===== src/rtl/exb_pkg.sv =====
package exb_pkg;
  typedef enum logic [1:0] {
    PH_ADDR = 2'd0,
    PH_RISE = 2'd1,
    PH_DATA = 2'd2,
    PH_FALL = 2'd3
  } phase_e;
endpackage


===== src/rtl/exb_seq.sv =====
module exb_seq
  import exb_pkg::*;
#(
  parameter int BUS_W = 8
) (
  input  logic             clk,
  input  logic             rst,
  input  logic             en,
  output logic             act_o,
  output logic             pre_o,
  output phase_e           phase_o,
  output logic [BUS_W-1:0] step_o
);
  localparam logic [BUS_W-1:0] STEP_MAX = {BUS_W{1'b1}};

  always_ff @(posedge clk) begin
    if (rst || !en) begin
      act_o   <= 1'b0;
      pre_o   <= 1'b1;
      phase_o <= PH_ADDR;
      step_o  <= '0;
    end else if (!act_o) begin
      act_o <= 1'b1;
    end else begin
      phase_o <= phase_e'(phase_o + 2'd1);
      if (phase_o == PH_FALL) begin
        if (pre_o) begin
          pre_o <= 1'b0;
        end else if (step_o == STEP_MAX) begin
          step_o <= '0;
          pre_o  <= 1'b1;
        end else begin
          step_o <= step_o + 1'b1;
        end
      end
    end
  end


  step_inc_chk: assert property (@(posedge clk) disable iff (rst)
    (act_o && $past(act_o) && (step_o != $past(step_o)))
      |-> ((step_o == $past(step_o) + 1'b1) || (step_o == '0 && $past(step_o) == STEP_MAX)));
endmodule


===== src/rtl/exb_drive.sv =====
module exb_drive
  import exb_pkg::*;
#(
  parameter int BUS_W = 8
) (
  input  logic             clk,
  input  logic             rst,
  input  logic             en,
  input  logic             act_i,
  input  logic             pre_i,
  input  phase_e           phase_i,
  input  logic [BUS_W-1:0] step_i,
  output logic [BUS_W-1:0] addr_o,
  output logic [BUS_W-1:0] data_o,
  output logic             dv_o,
  output logic             poll_o,
  output logic             frame_o
);
  localparam int HALF_W = BUS_W / 2;
  localparam logic [BUS_W-1:0] MARK = {{(BUS_W-HALF_W){1'b1}}, {HALF_W{1'b0}}};

  logic [BUS_W-1:0] data_q;

  always_ff @(posedge clk) begin
    if (rst || !en)
      data_q <= '0;
    else if (act_i && phase_i == PH_RISE)
      data_q <= pre_i ? MARK : step_i;
  end

  always_comb begin
    addr_o  = act_i ? step_i : '0;
    data_o  = act_i ? data_q : '0;
    dv_o    = act_i && (phase_i == PH_RISE || phase_i == PH_DATA);
    poll_o  = act_i && !step_i[BUS_W-1];
    frame_o = act_i && pre_i && (phase_i == PH_ADDR);
  end


  addr_move_chk: assert property (@(posedge clk) disable iff (rst)
    (act_i && $past(act_i) && !$stable(addr_o)) |-> (!dv_o && !$past(dv_o)));

  data_move_chk: assert property (@(posedge clk) disable iff (rst)
    (act_i && $past(act_i) && !$stable(data_o)) |-> (dv_o && $past(dv_o)));

  dv_min_width_chk: assert property (@(posedge clk) disable iff (rst)
    (act_i && $rose(dv_o)) |=> (dv_o || !act_i));

  dv_max_width_chk: assert property (@(posedge clk) disable iff (rst)
    (dv_o && $past(dv_o)) |=> !dv_o);

  frame_single_chk: assert property (@(posedge clk) disable iff (rst)
    frame_o |=> !frame_o);
endmodule


===== src/rtl/bus_exerciser.sv =====
module bus_exerciser
  import exb_pkg::*;
#(
  parameter int BUS_W = 8
) (
  input  logic             clk,
  input  logic             rst,
  input  logic             exer_en,
  output logic [BUS_W-1:0] bus_addr,
  output logic [BUS_W-1:0] bus_data,
  output logic             bus_valid,
  output logic             bus_poll,
  output logic             sweep_start
);
  logic             act;
  logic             pre;
  phase_e           phase;
  logic [BUS_W-1:0] step;

  exb_seq #(.BUS_W(BUS_W)) u_seq (
    .clk     (clk),
    .rst     (rst),
    .en      (exer_en),
    .act_o   (act),
    .pre_o   (pre),
    .phase_o (phase),
    .step_o  (step)
  );

  exb_drive #(.BUS_W(BUS_W)) u_drive (
    .clk     (clk),
    .rst     (rst),
    .en      (exer_en),
    .act_i   (act),
    .pre_i   (pre),
    .phase_i (phase),
    .step_i  (step),
    .addr_o  (bus_addr),
    .data_o  (bus_data),
    .dv_o    (bus_valid),
    .poll_o  (bus_poll),
    .frame_o (sweep_start)
  );
endmodule


===== config.mk =====
export PLATFORM = sky130hd
export DESIGN_NAME = bus_exerciser
export DESIGN_NICKNAME = d
export VERILOG_FILES = /design/src/rtl/exb_pkg.sv /design/src/rtl/exb_seq.sv /design/src/rtl/exb_drive.sv /design/src/rtl/bus_exerciser.sv
export SDC_FILE = /design/constraint.sdc
export NUM_CORES = 1
export LEC_CHECK = 0
export BUFFER_PORTS_ARGS = -buffer_cell sky130_fd_sc_hd__buf_2
export CAP_MARGIN = 10
export CORE_MARGIN = 2
export CORE_UTILIZATION = 40
export CTS_BUF_LIST = sky130_fd_sc_hd__clkbuf_4
export CTS_CLUSTER_DIAMETER = 120
export DETAILED_ROUTE_END_ITERATION = 7
export GPL_ROUTABILITY_DRIVEN = 0
export HOLD_SLACK_MARGIN = 0.12
export PLACE_DENSITY = 0.62
export SYNTH_ARGS = -nofsm -noshare
export SYNTH_HDL_FRONTEND = slang
export SYNTH_HIERARCHICAL = 1
export SYNTH_SLANG_ARGS = --single-unit
export TNS_END_PERCENT = 1

===== constraint.sdc =====
create_clock -name clk -period 2 [get_ports clk]
set_input_delay 0.2 -clock clk [delete_from_list [all_inputs] [get_ports clk]]
set_output_delay 0.2 -clock clk [all_outputs]
set_load 0.005 [all_outputs]

==> results of run 1 <==
==> stage by stage <==
stage	power, mW	setup WS [ps]	hold slack (ps)
2_1_floorplan	0.4509	504.6	449.1
3_3_place_gp	0.4492	450.1	489.5
3_5_place_dp	0.4505	408.2	502.7
4_1_cts	0.6532	259.0	339.0
5_1_grt	0.6712	154.1	341.8
6_report	0.6438	284.8	327.9
==> synth_stat cells <==
cell type and number:
nor2_1 8, buf_6 3, ha_1 4, o211a_1 1, nand2b_1 2, nor2b_1 1, a21o_1 2, dfxtp_1 20
buf_2 1, o311a_1 1, a21oi_2 3, mux2i_1 2, o21ai_0 4, xor2_1 1, nand3_1 2, buf_12 1
nand4_1 2, nand3b_4 1, nand4b_1 5, nor4bb_1 1, clkbuf_1 2, o31ai_1 2, xnor2_1 1, or3_1 3
and2_1 17, a311oi_1 4, inv_1 3, and3_1 1, a21bo_2 4, buf_8 1, or4_1 2, nand3_2 1
nor3_1 1, a21oi_1 10, nand2_1 4
==> worst min-delay path by stage <==
stage	from	to	slack (ps)	depth (start not counted)
detailed placement	u_drive/data_q[5]$_SDFFE_PP0P_	u_drive/data_q[5]$_SDFFE_PP0P_	500	2
finish	exer_en	u_seq/phase_o[1]$_SDFFE_PN0P_	330	3
floorplan	exer_en	u_seq/act_o$_DFF_P_	450	2
CTS	exer_en	u_seq/step_o[0]$_SDFFE_PN0P_	340	3
global route	exer_en	u_seq/step_o[4]$_SDFFE_PN0P_	340	3
global placement	u_drive/data_q[4]$_SDFFE_PP0P_	u_drive/data_q[4]$_SDFFE_PP0P_	490	2
==> layout make-up <==
type,count,area (um^2),area share (%)
clock inverters,1,3.754,0.3077
multi-input cells,90,630.6,51.69
flip-flops and latches,20,400.4,32.82
clock buffers,3,22.52,1.846
well taps,31,38.79,3.179
inverters,3,11.26,0.9231
repair buffers,22,112.6,9.231
==> where the power goes <==
group	switching (mW)	internal (mW)
clock	0.130	0.0730
combinational	0.0240	0.0119
sequential	0.00448	0.401
total	0.158	0.486
==> registers in the layout, summed over array words and instances, names as in the netlist <==
register,count
u_drive/data_q,8
u_seq/step_o,8
u_seq/phase_o,2
u_seq/act_o,1
u_seq/pre_o,1
==> worst reg2reg max path, stage by stage (launching register included) <==
cell and delay, ps:
dfxtp_1 410, ha_1 270, nand3b_4 150, or4_1 560
o211a_1 140
==> kinds of logic after synthesis <==
group | Yosys count
XOR/XNOR | 2
AND/OR/NAND/NOR | 51
buffers and inverters | 11
AO/OA/AOI/OAI | 31
multiplexers | 2
adder cells (fa/ha/maj) | 4
flip-flops | 20
==> metal layers <==
metal	GRT usage (%)	wire length, um	up-vias
met2	22.66	1051	17
met3	2.948	83	4
li1	-	-	470
met5	0	0	-
met1	19.01	1103	435
met4	5.980	34	0
==> results.cfg, run 1 <==
[sta]
min_period_ps = 1715
final_hold_viol_count = 0
setup_viol = 0
tightestPinTransition_ps = 658.0
skew_ps = 4.388
timing.fmax_mhz = 583.0
slew_headroom_pct = 56.13
slew_viol_final = 0
rsz0062_at_grt = false
fin_tns_setup_ps = 0
finalCritPeriodShare_pct = 85.76

[min_path]
hp-class = input pin to flip-flop

[routing]
drc = 0
drt_iter0_drc = 47
routedWlPerCell_um = 13.38
via_count = 926
avgViaCountPerCell = 5.447
drtPass1Iterations = 4
ant_nets = 0
drt-total-wl_um = 2274

[grt]
grt_first_pass_wirelength_um = 3684
grt_pass1_vias = 808
grt_max_degree = 33
globalRouteOverflowTotal = 0
antenna_found_initial = 0
grt_use_total_pct = 14.31

[synthesis]
yosys_warnings = 6
netlist_area_mm2 = 0.001124
synth_top_area_share_pct = 35.63
synthAdderAreaFrac_pct = 4.454
ys_ff_latch = 20
synthCells = 121
synthSimpleGateAreaFrac_pct = 28.62
yosysTopAreaCell = dfxtp_1
ys_seq_area_share_pct = 35.63
synth_xor_area_share_pct = 1.559
synth.mux.area_fraction_pct = 1.782
synth_cell_types = 35
synth_area_leaders = dfxtp_1 (36%), and2_1 (9.5%), a21oi_1 (4.5%)
synth.net_count = 128
synth-compound-area-share_pct = 19.71
synth_top_family_by_area = simple AND/OR/NAND/NOR gates
avgSynthCellArea_um2 = 9.286

[clocking]
cts.htree.levels = 1
postCtsSetupRepairBufs = 0
cts_num_sinks = 20
cts_max_path_buffers = 2
cts_resized = 0
cts_tree = built
cts_made_buffers = 3
worstSkewPairLatency_ps = 310
cts.reportedPaths.clkPinSlew_ps = 110
cts_root_buf = clkbuf_4
ctsHoldBuffers = 0

[layout]
num_antenna_cells = 0
stdcell_count = 170
postLayoutCellArea_mm2 = 0.001220
final_layout_size_suffix_gt1_share_pct = 24.46
fin_nets = 147
layout_commonest_cell = buf_2
final_cell_mix = buf_2 (21), dfxtp_1 (20), and2_1 (17)
fillers = 273
utilization_pct = 45.01
area_growth_pct = 8.575

[critical_path]
cp-startpoint = u_seq/act_o$_DFF_P_
critPathTopFamily = flip-flops
crit_path_max_incr_delay_ps = 560
required_ps = 1800
r2r_start = u_seq/phase_o[0]$_SDFFE_PN0P_
crit_fanout = 32
worst_r2r_endpoint = u_seq/step_o[7]$_SDFFE_PN0P_
endpoint = bus_poll
critPathLaunchType = flip-flop
crit_buf_inv = 2
cp_data_arrival_time_ps = 1520
rrSetupSlack_ps = 390
worst-path-stages = 3
critical_path_class = flip-flop to output pin
reg2regPathDepth = 4
cp-end-kind = output pin
crit_chain = buf_4, nor2b_1, buf_2
critPathSlowestCell = dfxtp_1

[die]
die_x_um = 57
die_h_um = 57
rows = 19
core_mm2 = 0.002710
die_area_mm2 = 0.003249
start_util_pct = 41.46
ios = 22

[placement]
port_buffers = 21
dp_cells = 166
dp.final_hpwl_um = 1575
place_area_mm2 = 0.001194

[power_and_ir_drop]
vdd_drop_max_v = 0.0002947
powerDensity_mw_per_mm2 = 527.8
power.static_leakage_nw = 0.5396

[job]
maxCapViolCount = 0

[run_status]
status = finished clean
(Power assumes the default switching activity.)
==> inputs of run 2 (changes only) <==
--- a/config.mk
+++ b/config.mk
@@ -14,7 +14,7 @@
 export DETAILED_ROUTE_END_ITERATION = 7
 export GPL_ROUTABILITY_DRIVEN = 0
 export HOLD_SLACK_MARGIN = 0.12
-export PLACE_DENSITY = 0.62
+export PLACE_DENSITY = 0.72
 export SYNTH_ARGS = -nofsm -noshare
 export SYNTH_HDL_FRONTEND = slang
 export SYNTH_HIERARCHICAL = 1
==> results.cfg, run 2 (synthesis gave the netlist of run 1 again) <==
[die]
die_x_um = 57
start_util_pct = 41.46
die_area_mm2 = 0.003249
core_mm2 = 0.002710
ios = 22
die_h_um = 57
rows = 19

[power_and_ir_drop]
switching_share_pct = 22.76
power.static_leakage_nw = 0.5396
p_comb_share_pct = 5.6
seqPwrFrac_pct = 64.5
vdd_drop_max_v = 0.0002851
power.internal_mw = 0.4850
pwr-share-clk_pct = 30.0
totalPowerFinal_mw = 0.6279
power_switching_mw = 0.1429
powerDensity_mw_per_mm2 = 514.7

[min_path]
hold_start = exer_en
hp-class = input pin to flip-flop
worstHoldPathCells = 3
worst_hold_path.endpoint = u_seq/step_o[6]$_SDFFE_PN0P_

[sta]
final_hold_viol_count = 0
min_period_ps = 1662
setup_viol = 0
tightestPinTransition_ps = 611.3
finalCritPeriodShare_pct = 83.08
slew_viol_final = 0
skew_ps = 6.245
fin_tns_setup_ps = 0
timing.fmax_mhz = 601.8
slew_headroom_pct = 59.25
rsz0062_at_grt = false
holdWs_ps = 333.6
setup_slack_ps = 338.4

[critical_path]
reg2regPathDepth = 4
worst_r2r_endpoint = u_seq/step_o[7]$_SDFFE_PN0P_
r2r_start = u_seq/phase_o[0]$_SDFFE_PN0P_
crit_path_max_incr_delay_ps = 530
critical_path_class = flip-flop to output pin
critPathLaunchType = flip-flop
crit_fanout = 33
rrSetupSlack_ps = 380
critPathTopFamily = flip-flops
cp_data_arrival_time_ps = 1460
required_ps = 1800
cp-startpoint = u_seq/act_o$_DFF_P_
crit_chain = buf_4, and2_1, buf_2
crit_buf_inv = 2
cp-end-kind = output pin
critPathSlowestCell = dfxtp_1

[grt]
grt_pass1_vias = 820
antenna_found_initial = 0
grt_max_degree = 34
globalRouteOverflowTotal = 0
grt_use_total_pct = 13.84
grt_first_pass_wirelength_um = 3601

[routing]
routedWlPerCell_um = 12.62
drt-total-wl_um = 2146
ant_nets = 0
drc = 0
drtPass1Iterations = 4
drt_iter0_drc = 39
avgViaCountPerCell = 5.506
via_count = 936

[layout]
area_growth_pct = 8.575
postLayoutCellArea_mm2 = 0.001220
final_cell_mix = buf_2 (21), dfxtp_1 (20), and2_1 (17)
layout_commonest_cell = buf_2
num_antenna_cells = 0
fin_nets = 147
final_layout_size_suffix_gt1_share_pct = 24.46
top_regs = u_drive/data_q x8, u_seq/step_o x8, u_seq/phase_o x2

[clocking]
cts_max_path_buffers = 2
ctsHoldBuffers = 0
cts_num_sinks = 20
cts_made_buffers = 3
cts.htree.levels = 1
worstSkewPairLatency_ps = 290
cts_resized = 0
cts.reportedPaths.clkPinSlew_ps = 110
cts_tree = built
cts_root_buf = clkbuf_4
postCtsSetupRepairBufs = 0

[placement]
place_area_mm2 = 0.001194
post-place-ws_ps = 388.0
port_buffers = 21
dp.final_hpwl_um = 1560

[job]
maxCapViolCount = 0

[run_status]
status = finished clean
[run 2: per-stage QoR]
| step | utilization, % | cells |
|---|---|---|
| global placement | 44.04 | 166 |
| detailed placement | 44.04 | 166 |
| global route | 45.01 | 170 |
| finish | 45.01 | 170 |
| CTS | 45.01 | 170 |
| floorplan | - | 121 |
[run 2: layer usage]
metal  track usage, %  vias to the layer above  wire [um]
met3            2.721                        2         90
met2            22.99                       25       1074
met1            17.89                      435        966
met4            4.983                        0         14
li1                 -                      474          -
met5                0                        -          0
[run 2: how the worst max path moves through the flow]
| stage | slack [ps] | cells past startpoint | endpoint |
|---|---|---|---|
| after floorplan | 500 | 4 | u_seq/step_o[7]$_SDFFE_PN0P_ |
| after global placement | 460 | 4 | u_seq/step_o[7]$_SDFFE_PN0P_ |
| after detailed placement | 390 | 4 | u_seq/step_o[7]$_SDFFE_PN0P_ |
| after CTS | 310 | 3 | bus_addr[0] |
| after global routing | 180 | 3 | bus_addr[3] |
| final | 340 | 3 | bus_addr[0] |
[run 2: final cells by class]
class | count | area, um^2
repair buffers | 22 | 112.6
inverters | 3 | 11.26
clock buffers | 3 | 22.52
flip-flops and latches | 20 | 400.4
multi-input cells | 90 | 630.6
well taps | 31 | 38.79
clock inverters | 1 | 3.754
fillers | 273 | 1490
[run 2: tightest hold or removal path: stages]
cell	delay, ps
buf_2	100
nand2b_1	220
a21oi_1	60
[run 2: power by group through the flow]
stage / clock [mW] / combinational, mW / sequential (mW)
floorplan: 0 / 0.0394 / 0.412
global placement: 0 / 0.0345 / 0.414
detailed placement: 0 / 0.0352 / 0.414
CTS: 0.196 / 0.0353 / 0.405
global route: 0.215 / 0.0391 / 0.406
finish: 0.188 / 0.0350 / 0.405
==> inputs of run 3 (changes only) <==
--- a/config.mk
+++ b/config.mk
@@ -14,7 +14,7 @@
 export DETAILED_ROUTE_END_ITERATION = 7
 export GPL_ROUTABILITY_DRIVEN = 0
 export HOLD_SLACK_MARGIN = 0.12
-export PLACE_DENSITY = 0.72
+export PLACE_DENSITY = 0.74
 export SYNTH_ARGS = -nofsm -noshare
 export SYNTH_HDL_FRONTEND = slang
 export SYNTH_HIERARCHICAL = 1
==> constraint.sdc (replaced) <==
create_clock -name clk -period 1.4 [get_ports clk]
set_input_delay 0.14 -clock clk [delete_from_list [all_inputs] [get_ports clk]]
set_output_delay 0.14 -clock clk [all_outputs]
set_load 0.005 [all_outputs]
==> results.cfg, run 3 (synthesis gave the netlist of run 1 again) <==
[run_status]
status = finished with violations
violations = negative setup slack

[placement]
place_area_mm2 = 0.001319
dp.final_hpwl_um = 1745
port_buffers = 21
post-place-ws_ps = -12.67

[clocking]
cts_tree = built
cts_max_path_buffers = 2
cts_num_sinks = 20
cts.reportedPaths.clkPinSlew_ps = 120
cts_root_buf = clkbuf_4
worstSkewPairLatency_ps = 310
cts.htree.levels = 1
cts_made_buffers = 3

[critical_path]
crit_fanout = 8
critPathLaunchType = flip-flop
crit_path_max_incr_delay_ps = 540
cp-end-kind = flip-flop
cp_data_arrival_time_ps = 1690
critPathSlowestCell = or4_4
required_ps = 1640
crit_chain = ha_4, nand3b_4, or4_4, a21oi_2
critical_path_class = flip-flop to flip-flop

[die]
ios = 22
die_h_um = 57
start_util_pct = 41.46
die_x_um = 57
core_mm2 = 0.002710
rows = 19
die_area_mm2 = 0.003249

[layout]
num_antenna_cells = 0
final_cell_mix = buf_2 (19), and2_1 (16), buf_4 (13)
final_layout_size_suffix_gt1_share_pct = 44.81
fillers = 242
layout_commonest_cell = buf_2
postLayoutCellArea_mm2 = 0.001464
fin_nets = 163
top_regs = u_drive/data_q x8, u_seq/step_o x8, u_seq/phase_o x2
area_growth_pct = 30.29

[routing]
drt-total-wl_um = 2652
avgViaCountPerCell = 5.508
via_count = 1019
drtPass1Iterations = 4
routedWlPerCell_um = 14.34
drt_iter0_drc = 68
ant_nets = 0
drc = 0

[job]
maxCapViolCount = 0

[grt]
grt_first_pass_wirelength_um = 4319
antenna_found_initial = 0
grt_use_total_pct = 16.87
grt_pass1_vias = 984
globalRouteOverflowTotal = 0
grt_max_degree = 36

[min_path]
hp-class = input pin to flip-flop

[sta]
slew_headroom_pct = 77.28
slew_viol_final = 0
tightestPinTransition_ps = 340.7
skew_ps = 7.185
setup_slack_ps = -51.42
rsz0062_at_grt = true
final_hold_viol_count = 0
setup_viol = 2
finalCritPeriodShare_pct = 103.7
min_period_ps = 1451
timing.fmax_mhz = 689.0

[power_and_ir_drop]
power.static_leakage_nw = 0.6292
powerDensity_mw_per_mm2 = 645.7
vdd_drop_max_v = 0.0004707
## run 3: changes by cell type in the layout (fill, tap and decap cells not counted), sizes merged
cell         before  now
clkinv            1    0
dlygate4sd3       0    1
buf              22   37
## run 3: cell type report
cell class | count | area (um^2) | share of cell area [%]
Clock buffer | 3 | 22.52 | 1.538
Timing Repair Buffer | 38 | 276.5 | 18.89
Sequential cell | 20 | 417.9 | 28.55
Multi-Input combinational cell | 90 | 694.4 | 47.44
Inverter | 3 | 13.76 | 0.9402
Tap cell | 31 | 38.79 | 2.650
## run 3: worst paths after layout
path                                                     start                              to  slack, ps  cells after the start
worst max-delay path             u_seq/phase_o[1]$_SDFFE_PN0P_    u_seq/step_o[5]$_SDFFE_PN0P_        -50                      4
worst min-delay path                                       rst             u_seq/act_o$_DFF_P_        150                      3
worst max register to register   u_seq/phase_o[1]$_SDFFE_PN0P_    u_seq/step_o[5]$_SDFFE_PN0P_        -50                      4
worst min register to register  u_drive/data_q[4]$_SDFFE_PP0P_  u_drive/data_q[4]$_SDFFE_PP0P_        510                      2
## run 3: where the power goes
part | switching (mW) | internal [mW] | leakage, nW | total, mW
logic | 0.0449 | 0.0439 | 0.449 | 0.0888
registers | 0.00518 | 0.567 | 0.166 | 0.572
clock network | 0.184 | 0.101 | 0.0138 | 0.284
total | 0.234 | 0.712 | 0.629 | 0.945
## run 3: routing by layer
layer  vias up  part of all wire [%]  track usage [%]
li1        503                     -                -
met1       462                    40            19.35
met4         0                   2.8            7.641
met2        43                    50            30.38
met5         -                     0                0
met3        11                   6.6            2.948
## run 3: worst max-delay path, delay by kind of cell, from the launching register on
| family | cells | cell delay, ps |
|---|---|---|
| AOI/OAI and AO/OA | 1 | 170 |
| adders and majority gates | 1 | 160 |
| DFF | 1 | 390 |
| and+or+nand+nor | 2 | 660 |
## run 3: stage by stage
stage               instances  hold WS [ps]  TNS [ps]  power [mW]  util [%]
floorplan                 121         389.1         0      0.6452         -
CTS                       184         137.6   -0.7050      0.9356     51.25
global placement          179         425.7         0      0.6560     48.66
global route              185         193.2    -221.4      0.9758     54.02
finish                    185         152.1    -64.09      0.9453     54.02
detailed placement        179         437.0    -12.67      0.6590     48.66
## run 3: what timing repair did
item / in CTS / in global routing
buffers inserted: 1 / 1
pin swaps: 3 / 4
hold buffers: 1 / 0
endpoints found under the setup margin: 20 / 12
endpoints found under the hold margin: 1 / 0
gates resized for setup: 9 / 19
cloned: 0 / 0
